$ cat config.mk
export PLATFORM = sky130hd
export DESIGN_NAME = lcd_wave_seq
export DESIGN_NICKNAME = d
export VERILOG_FILES = /design/src/rtl/lcd_seq_pkg.sv /design/src/rtl/lcd_phase_ctrl.sv /design/src/rtl/lcd_com_drv.sv /design/src/rtl/lcd_seg_drv.sv /design/src/rtl/lcd_wave_seq.sv
export SDC_FILE = /design/constraint.sdc
export NUM_CORES = 1
export LEC_CHECK = 0
export ABC_AREA = 1
export BUFFER_PORTS_ARGS = -buffer_cell sky130_fd_sc_hd__buf_2
export CORE_MARGIN = 10
export CORE_UTILIZATION = 60
export DETAILED_ROUTE_END_ITERATION = 16
export GPL_TIMING_DRIVEN = 0
export HOLD_SLACK_MARGIN = 0.05
export PLACE_DENSITY = 0.95
export SKIP_LAST_GASP = 1
export SYNTH_ARGS = -nofsm -noshare
export SYNTH_HDL_FRONTEND = slang
export SYNTH_SLANG_ARGS = --single-unit
$ cat constraint.sdc
create_clock -name clk -period 4.2 [get_ports clk]
set_input_delay 0.42 -clock clk [delete_from_list [all_inputs] [get_ports clk]]
set_output_delay 0.42 -clock clk [all_outputs]
set_load 0.02 [all_outputs]
$ cat src/rtl/lcd_seq_pkg.sv
package lcd_seq_pkg;

  localparam int LVL_W = 3;

  typedef enum logic [2:0] {
    DUTY_STATIC  = 3'd0,
    DUTY_HALF    = 3'd1,
    DUTY_THIRD   = 3'd2,
    DUTY_QUARTER = 3'd3,
    DUTY_EIGHTH  = 3'd4
  } duty_e;

  // phases in one frame for a duty code; reserved codes run as static
  function automatic logic [3:0] phases_of(input logic [2:0] code);
    case (code)
      DUTY_HALF:    phases_of = 4'd2;
      DUTY_THIRD:   phases_of = 4'd3;
      DUTY_QUARTER: phases_of = 4'd4;
      DUTY_EIGHTH:  phases_of = 4'd8;
      default:      phases_of = 4'd1;
    endcase
  endfunction

  // full-scale code (bias denominator); static bias uses 1
  function automatic logic [LVL_W-1:0] den_of(input logic [1:0] code);
    if (code == 2'd0) den_of = LVL_W'(1);
    else              den_of = LVL_W'(code) + LVL_W'(1);
  endfunction

  // even frames mirror every level about the ladder midpoint
  function automatic logic [LVL_W-1:0] mirror(input logic odd,
                                              input logic [LVL_W-1:0] den,
                                              input logic [LVL_W-1:0] lvl);
    mirror = odd ? lvl : den - lvl;
  endfunction

  function automatic logic [LVL_W-1:0] com_level(input logic sel,
                                                 input logic odd,
                                                 input logic [LVL_W-1:0] den);
    logic [LVL_W-1:0] base;
    if (sel)                    base = den;
    else if (den == LVL_W'(1))  base = '0;
    else                        base = LVL_W'(1);
    com_level = mirror(odd, den, base);
  endfunction

  function automatic logic [LVL_W-1:0] seg_level(input logic on,
                                                 input logic odd,
                                                 input logic [LVL_W-1:0] den);
    logic [LVL_W-1:0] base;
    if (on)                     base = '0;
    else if (den < LVL_W'(2))   base = den;
    else                        base = LVL_W'(2);
    seg_level = mirror(odd, den, base);
  endfunction

endpackage

$ cat src/rtl/lcd_phase_ctrl.sv
module lcd_phase_ctrl
  import lcd_seq_pkg::*;
#(
  parameter int PH_W     = 3,
  parameter int DT_W     = 4,
  parameter int MAX_DEAD = 8
) (
  input  logic             clk,
  input  logic             rst_n,
  input  logic             enable,
  input  logic             phase_tick,
  input  logic [2:0]       duty_sel,
  input  logic [1:0]       bias_sel,
  input  logic [DT_W-1:0]  dead_sel,
  output logic [PH_W-1:0]  phase_idx,
  output logic [PH_W:0]    nph,
  output logic [LVL_W-1:0] den,
  output logic             frame_odd,
  output logic             in_dead
);

  localparam logic [DT_W-1:0] DEAD_CAP = DT_W'(MAX_DEAD);

  logic [2:0]      duty_q;
  logic [1:0]      bias_q;
  logic [DT_W-1:0] dlim_q, dcnt_q, dlim_in;
  logic [PH_W-1:0] phase_q;
  logic            odd_q, dead_q;

  // named events for the assertions
  logic last_ph, frame_wrap, dead_enter, dead_done;

  assign nph       = (PH_W+1)'(phases_of(duty_q));
  assign den       = den_of(bias_q);
  assign dlim_in   = (dead_sel > DEAD_CAP) ? DEAD_CAP : dead_sel;
  assign last_ph   = ({1'b0, phase_q} == nph - 1'b1);
  assign dead_done = dead_q && (dcnt_q == dlim_q);
  assign frame_wrap = enable && phase_tick &&
                      ((!dead_q && last_ph && dlim_q == '0) || dead_done);
  assign dead_enter = enable && phase_tick && !dead_q && last_ph && dlim_q != '0;

  always_ff @(posedge clk or negedge rst_n) begin
    if (!rst_n) begin
      phase_q <= '0;
      odd_q   <= 1'b1;
      dead_q  <= 1'b0;
      dcnt_q  <= '0;
      duty_q  <= '0;
      bias_q  <= '0;
      dlim_q  <= '0;
    end else if (!enable || frame_wrap) begin
      phase_q <= '0;
      odd_q   <= enable ? ~odd_q : 1'b1;
      dead_q  <= 1'b0;
      dcnt_q  <= '0;
      duty_q  <= duty_sel;
      bias_q  <= bias_sel;
      dlim_q  <= dlim_in;
    end else if (phase_tick) begin
      if (dead_enter) begin
        dead_q <= 1'b1;
        dcnt_q <= DT_W'(1);
      end else if (dead_q) begin
        dcnt_q <= dcnt_q + DT_W'(1);
      end else begin
        phase_q <= phase_q + PH_W'(1);
      end
    end
  end

  assign phase_idx = phase_q;
  assign frame_odd = odd_q;
  assign in_dead   = dead_q;

  assert_phase_range_R2: assert property (@(posedge clk) disable iff (!rst_n)
    (enable && !dead_q) |-> ({1'b0, phase_q} < nph));

  assert_phase_step_R2: assert property (@(posedge clk) disable iff (!rst_n)
    (enable && phase_tick && !dead_q && !last_ph) |=> (phase_q == $past(phase_q) + PH_W'(1)));

  assert_hold_no_tick_R2: assert property (@(posedge clk) disable iff (!rst_n)
    (enable && !phase_tick) |=> ($stable(phase_q) && $stable(odd_q) && $stable(dead_q)));

  assert_parity_flip_R3: assert property (@(posedge clk) disable iff (!rst_n)
    frame_wrap |=> (odd_q != $past(odd_q)));

  assert_dead_window_R7: assert property (@(posedge clk) disable iff (!rst_n)
    dead_q |-> (dcnt_q <= dlim_q && dlim_q != '0 && dlim_q <= DEAD_CAP));

  assert_settings_latch_R8: assert property (@(posedge clk) disable iff (!rst_n)
    (enable && !frame_wrap) |=> ($stable(duty_q) && $stable(bias_q) && $stable(dlim_q)));

endmodule

$ cat src/rtl/lcd_com_drv.sv
module lcd_com_drv
  import lcd_seq_pkg::*;
#(
  parameter int N_COM = 8,
  parameter int PH_W  = 3
) (
  input  logic                   clk,
  input  logic                   rst_n,
  input  logic                   enable,
  input  logic                   in_dead,
  input  logic                   frame_odd,
  input  logic [PH_W-1:0]        phase_idx,
  input  logic [PH_W:0]          nph,
  input  logic [LVL_W-1:0]       den,
  output logic [N_COM*LVL_W-1:0] com_lvl
);

  logic [N_COM-1:0] sel_mask;
  logic [N_COM-1:0] act_mask;

  for (genvar c = 0; c < N_COM; c++) begin : g_com
    assign act_mask[c] = ((PH_W+1)'(c) < nph);
    assign sel_mask[c] = act_mask[c] && (phase_idx == PH_W'(c));

    always_comb begin
      if (!enable || in_dead || !act_mask[c])
        com_lvl[c*LVL_W +: LVL_W] = '0;
      else
        com_lvl[c*LVL_W +: LVL_W] = com_level(sel_mask[c], frame_odd, den);
    end

    assert_com_bound_R5: assert property (@(posedge clk) disable iff (!rst_n)
      com_lvl[c*LVL_W +: LVL_W] <= den);
  end

  assert_single_select_R4: assert property (@(posedge clk) disable iff (!rst_n)
    $onehot0(sel_mask));

endmodule

$ cat src/rtl/lcd_seg_drv.sv
module lcd_seg_drv
  import lcd_seq_pkg::*;
#(
  parameter int N_SEG = 8
) (
  input  logic                   clk,
  input  logic                   rst_n,
  input  logic                   enable,
  input  logic                   in_dead,
  input  logic                   frame_odd,
  input  logic [LVL_W-1:0]       den,
  input  logic [N_SEG-1:0]       seg_pix,
  output logic [N_SEG*LVL_W-1:0] seg_lvl
);

  for (genvar s = 0; s < N_SEG; s++) begin : g_seg
    always_comb begin
      if (!enable || in_dead)
        seg_lvl[s*LVL_W +: LVL_W] = '0;
      else
        seg_lvl[s*LVL_W +: LVL_W] = seg_level(seg_pix[s], frame_odd, den);
    end

    assert_seg_bound_R6: assert property (@(posedge clk) disable iff (!rst_n)
      seg_lvl[s*LVL_W +: LVL_W] <= den);
  end

endmodule

$ cat src/rtl/lcd_wave_seq.sv
module lcd_wave_seq
  import lcd_seq_pkg::*;
#(
  parameter int N_COM    = 8,
  parameter int N_SEG    = 8,
  parameter int DT_W     = 4,
  parameter int MAX_DEAD = 8
) (
  input  logic                       clk,
  input  logic                       rst_n,
  input  logic                       enable,
  input  logic                       phase_tick,
  input  logic [2:0]                 duty_sel,
  input  logic [1:0]                 bias_sel,
  input  logic [DT_W-1:0]            dead_sel,
  input  logic [N_SEG-1:0]           seg_pix,
  output logic [N_COM*LVL_W-1:0]     com_lvl,
  output logic [N_SEG*LVL_W-1:0]     seg_lvl,
  output logic [$clog2(N_COM)-1:0]   phase_idx,
  output logic                       frame_odd,
  output logic                       in_dead
);

  localparam int PH_W = $clog2(N_COM);

  logic [PH_W:0]      nph;
  logic [LVL_W-1:0]   den;

  lcd_phase_ctrl #(.PH_W(PH_W), .DT_W(DT_W), .MAX_DEAD(MAX_DEAD)) u_ctrl (
    .clk        (clk),
    .rst_n      (rst_n),
    .enable     (enable),
    .phase_tick (phase_tick),
    .duty_sel   (duty_sel),
    .bias_sel   (bias_sel),
    .dead_sel   (dead_sel),
    .phase_idx  (phase_idx),
    .nph        (nph),
    .den        (den),
    .frame_odd  (frame_odd),
    .in_dead    (in_dead)
  );

  lcd_com_drv #(.N_COM(N_COM), .PH_W(PH_W)) u_com (
    .clk       (clk),
    .rst_n     (rst_n),
    .enable    (enable),
    .in_dead   (in_dead),
    .frame_odd (frame_odd),
    .phase_idx (phase_idx),
    .nph       (nph),
    .den       (den),
    .com_lvl   (com_lvl)
  );

  lcd_seg_drv #(.N_SEG(N_SEG)) u_seg (
    .clk       (clk),
    .rst_n     (rst_n),
    .enable    (enable),
    .in_dead   (in_dead),
    .frame_odd (frame_odd),
    .den       (den),
    .seg_pix   (seg_pix),
    .seg_lvl   (seg_lvl)
  );

  assert_dead_all_vss_R7: assert property (@(posedge clk) disable iff (!rst_n)
    in_dead |-> (com_lvl == '0 && seg_lvl == '0));

  assert_selected_full_scale_R4: assert property (@(posedge clk) disable iff (!rst_n)
    (enable && !in_dead) |->
      (com_lvl[phase_idx*LVL_W +: LVL_W] == (frame_odd ? den : LVL_W'(0))));

  assert_disabled_quiet_R1: assert property (@(posedge clk) disable iff (!rst_n)
    !enable |-> (com_lvl == '0 && seg_lvl == '0));

endmodule

==> results.txt <==
synth top area cells: ha_1, dfrtp_1, nand2_1, nor2_1, inv_1
wire per inst: 14.2 um
Via density: 5.68
status: complete, no violations
post-layout minimum cycle time: 3.38 ns
top cell type's share of synthesized area: 21.2%
crit path launch: u_ctrl.bias_q[0]
clock-pin slew on the worst setup and hold paths: 0.07 ns
Clk Latency, worst-skew pair: 0.26 ns
number of synthesized register bits: 18
R2R Setup Slk: 1.88 ns
most frequent cell after synthesis: nand2_1
worst vdd ir: 0.381 mV
worst slack, placed: 1.15 ns
Max-Cap Viols: 0
Die Span Y: 91.6 um
DP Wirelength: 7.05 mm
Cells after Synth: 495
leading cell types by count after synthesis: nand2_1, nor2_1, inv_1, ha_1, o21ai_0
fin crit share: 80.6%
FF-to-FF Start: u_ctrl.duty_q[0]
Pwr Total: 2.75 mW
Required @ worst endpoint: 3.78 ns
DR iter-0 viols: 360
EDFF count, synth: 0
Leakage: 2.05 nW
Async SR Flop Fraction: 100%
Total GRT Usage: 20.7%
Resize count post-CTS: 0
Port Buffers: 73
# Post-CTS Setup Buffers: 0
CTS tree: yes
die width: 91.6 um
nets: 647
Synthesized Nets: 568
Top-Level Pins: 74
Root Buffer: clkbuf_8
setup total negative slack: 0 ns
initial antenna violation count: 0
Crit-path slowest cell: clkbuf_1
unrepaired setup endpoints after global routing: false
HP Class: input pin to async pin
Slew headroom: 64.1%
vias in the first global route: 3,414
global-route wire length before repair: 15.3 mm
Clock Path Buffers: 2
Hold Vio Cnt, Final: 0
Routed Antenna Nets: 0
reg-to-reg endpoint: u_ctrl.phase_idx[2]
Slew @ Worst Pin: 0.538 ns
WP data arrival: 2.96 ns
ANT cells: 0
CP Cell Sequence: inv_1 -> ha_1 -> clkbuf_1 -> buf_2 -> inv_2 -> xor2_1 -> ha_1 -> a21oi_1 -> nor2_1 -> o21ai_0 -> a21oi_1 -> buf_2
Placed Area: 3540 um^2
Worst Skew: 0.00556 ns
final wirelength: 9.06 mm
Yosys cell types: 34
syn_area_per_cell: 6.21 um^2
post-synth top area cell: ha_1
final estimated routing congestion in global placement: 0.938
Die ar.: 8380 um^2
CORE AREA: 4850 um^2
Starting Density: 63.4%
worst setup path endpoint: seg_lvl[11]
Post-synth top flop: dfrtp_1
fmax: 296 MHz
largest net degree at the start of global routing: 23
Hold Buf Count CTS: 0
WS Path Type: flop to output pin
CP Launch Type: flop
fin. max-slew vios: 0
GRT overflow: 0
drt pass-1 iters: 6
synth warn: 0
area grow syn2layout: 16.7%
CP max stage delay: 0.41 ns
DRC Markers: 0
layout cells sized above 1: 17.1%
number of buffers created by CTS: 3
final setup violating endpoints: 0
Power Dens Cells: 767 nW/um^2
number of cells on the worst reg-to-reg path: 14
H-tree levels: 1
cell row count: 25
final instance area: 3580 um^2
crit-path max FO: 10
sequential-to-total area share from yosys stat: 14.7%
final setup margin: 0.817 ns
via count: 3,638
Num Clock Sinks: 18
Cell Area, Synth: 3070 um^2
Worst Setup End Kind: output pin
-- how the worst min path moves through the flow --
| stage | from | slack [ns] | cells past startpoint | to |
|---|---|---|---|---|
| after floorplan | rst_n | 0.12 | 0 | u_ctrl.bias_q[0] |
| after global placement | rst_n | 0.36 | 1 | u_ctrl.dcnt_q[2] |
| after detailed placement | rst_n | 0.37 | 1 | u_ctrl.dcnt_q[2] |
| after CTS | rst_n | 0.09 | 1 | u_ctrl.dcnt_q[2] |
| after global routing | rst_n | 0.10 | 1 | u_ctrl.dcnt_q[0] |
| final | rst_n | 0.07 | 1 | u_ctrl.dcnt_q[2] |
-- flip-flops by register name, indices dropped and copies added, names as in the netlist --
name              count
u_ctrl.frame_odd      1
u_ctrl.dcnt_q         4
u_ctrl.phase_idx      3
u_ctrl.duty_q         3
u_ctrl.dlim_q         4
u_ctrl.bias_q         2
u_ctrl.in_dead        1
-- kinds of logic after synthesis --
family	count (synthesis)	synth area share [%]
adders and majority gates	52	21.2
and+or+nand+nor	233	32.7
xor gates and xnor gates	15	4.28
AOI/OAI and AO/OA	92	15.9
buffers and inverters	85	11.2
DFF	18	14.7
-- critical path: cells and delay by family (launching register included) --
kind                       cells  cell delay [ns]
AOI/OAI and AO/OA              3             0.36
xor gates and xnor gates       1             0.20
adders and majority gates      2             0.48
buffers and inverters          5             1.21
DFF                            1             0.38
and+or+nand+nor                1             0.07
-- layer usage --
metal	share of wire, %	GRT usage, %	vias up
met4	2.2	6.40	0
met3	9.6	3.95	28
met2	48	35.8	202
li1	-	-	1766
met5	0	0	-
met1	40	25.0	1642
-- layout by cell type (no fill, tap or decap), types with 2 or more instances in the layout --
| cell type | Yosys | layout |
|---|---|---|
| inv_1 | 61 | 61 |
| clkbuf_8 | 0 | 3 |
| inv_2 | 4 | 4 |
| nand4_1 | 8 | 8 |
| nand2_4 | 2 | 2 |
| nor2_1 | 76 | 75 |
| a211oi_1 | 8 | 8 |
| clkbuf_1 | 12 | 13 |
| nand3_2 | 3 | 3 |
| nor3b_1 | 4 | 4 |
| xnor2_1 | 5 | 5 |
| xor2_1 | 10 | 10 |
| buf_2 | 3 | 76 |
| a21oi_1 | 35 | 35 |
| buf_6 | 2 | 2 |
| nand2_1 | 100 | 100 |
| nand3_1 | 31 | 31 |
| ha_1 | 52 | 52 |
| o21ai_0 | 45 | 45 |
| dfrtp_1 | 17 | 17 |
| nor3_1 | 3 | 3 |
-- where the power goes --
| group | internal [mW] | leakage, nW | switching (mW) |
|---|---|---|---|
| clock network | 0.0676 | 0.0228 | 0.0596 |
| registers | 0.228 | 0.232 | 0.0571 |
| logic | 0.771 | 1.80 | 1.57 |
-- area by class of cell --
type / count / area (um^2)
multi-input combinational: 392 / 2280
fill: 393 / 1260
sequential: 18 / 452
timing repair buffer: 74 / 380
inverter: 67 / 254
buffer: 18 / 90.1
tap: 67 / 83.8
clock buffer: 4 / 45.0
-- through the flow --
stage / hold WS (ns) / cells / utilization, %
3_3_place_gp: 0.360 / 635 / 72.6
5_1_grt: 0.104 / 640 / 73.9
6_report: 0.0718 / 640 / 73.9
4_1_cts: 0.0888 / 640 / 73.9
2_1_floorplan: 0.124 / 495 / -
3_5_place_dp: 0.369 / 636 / 73.0
Power figures use the tool's default switching activity.
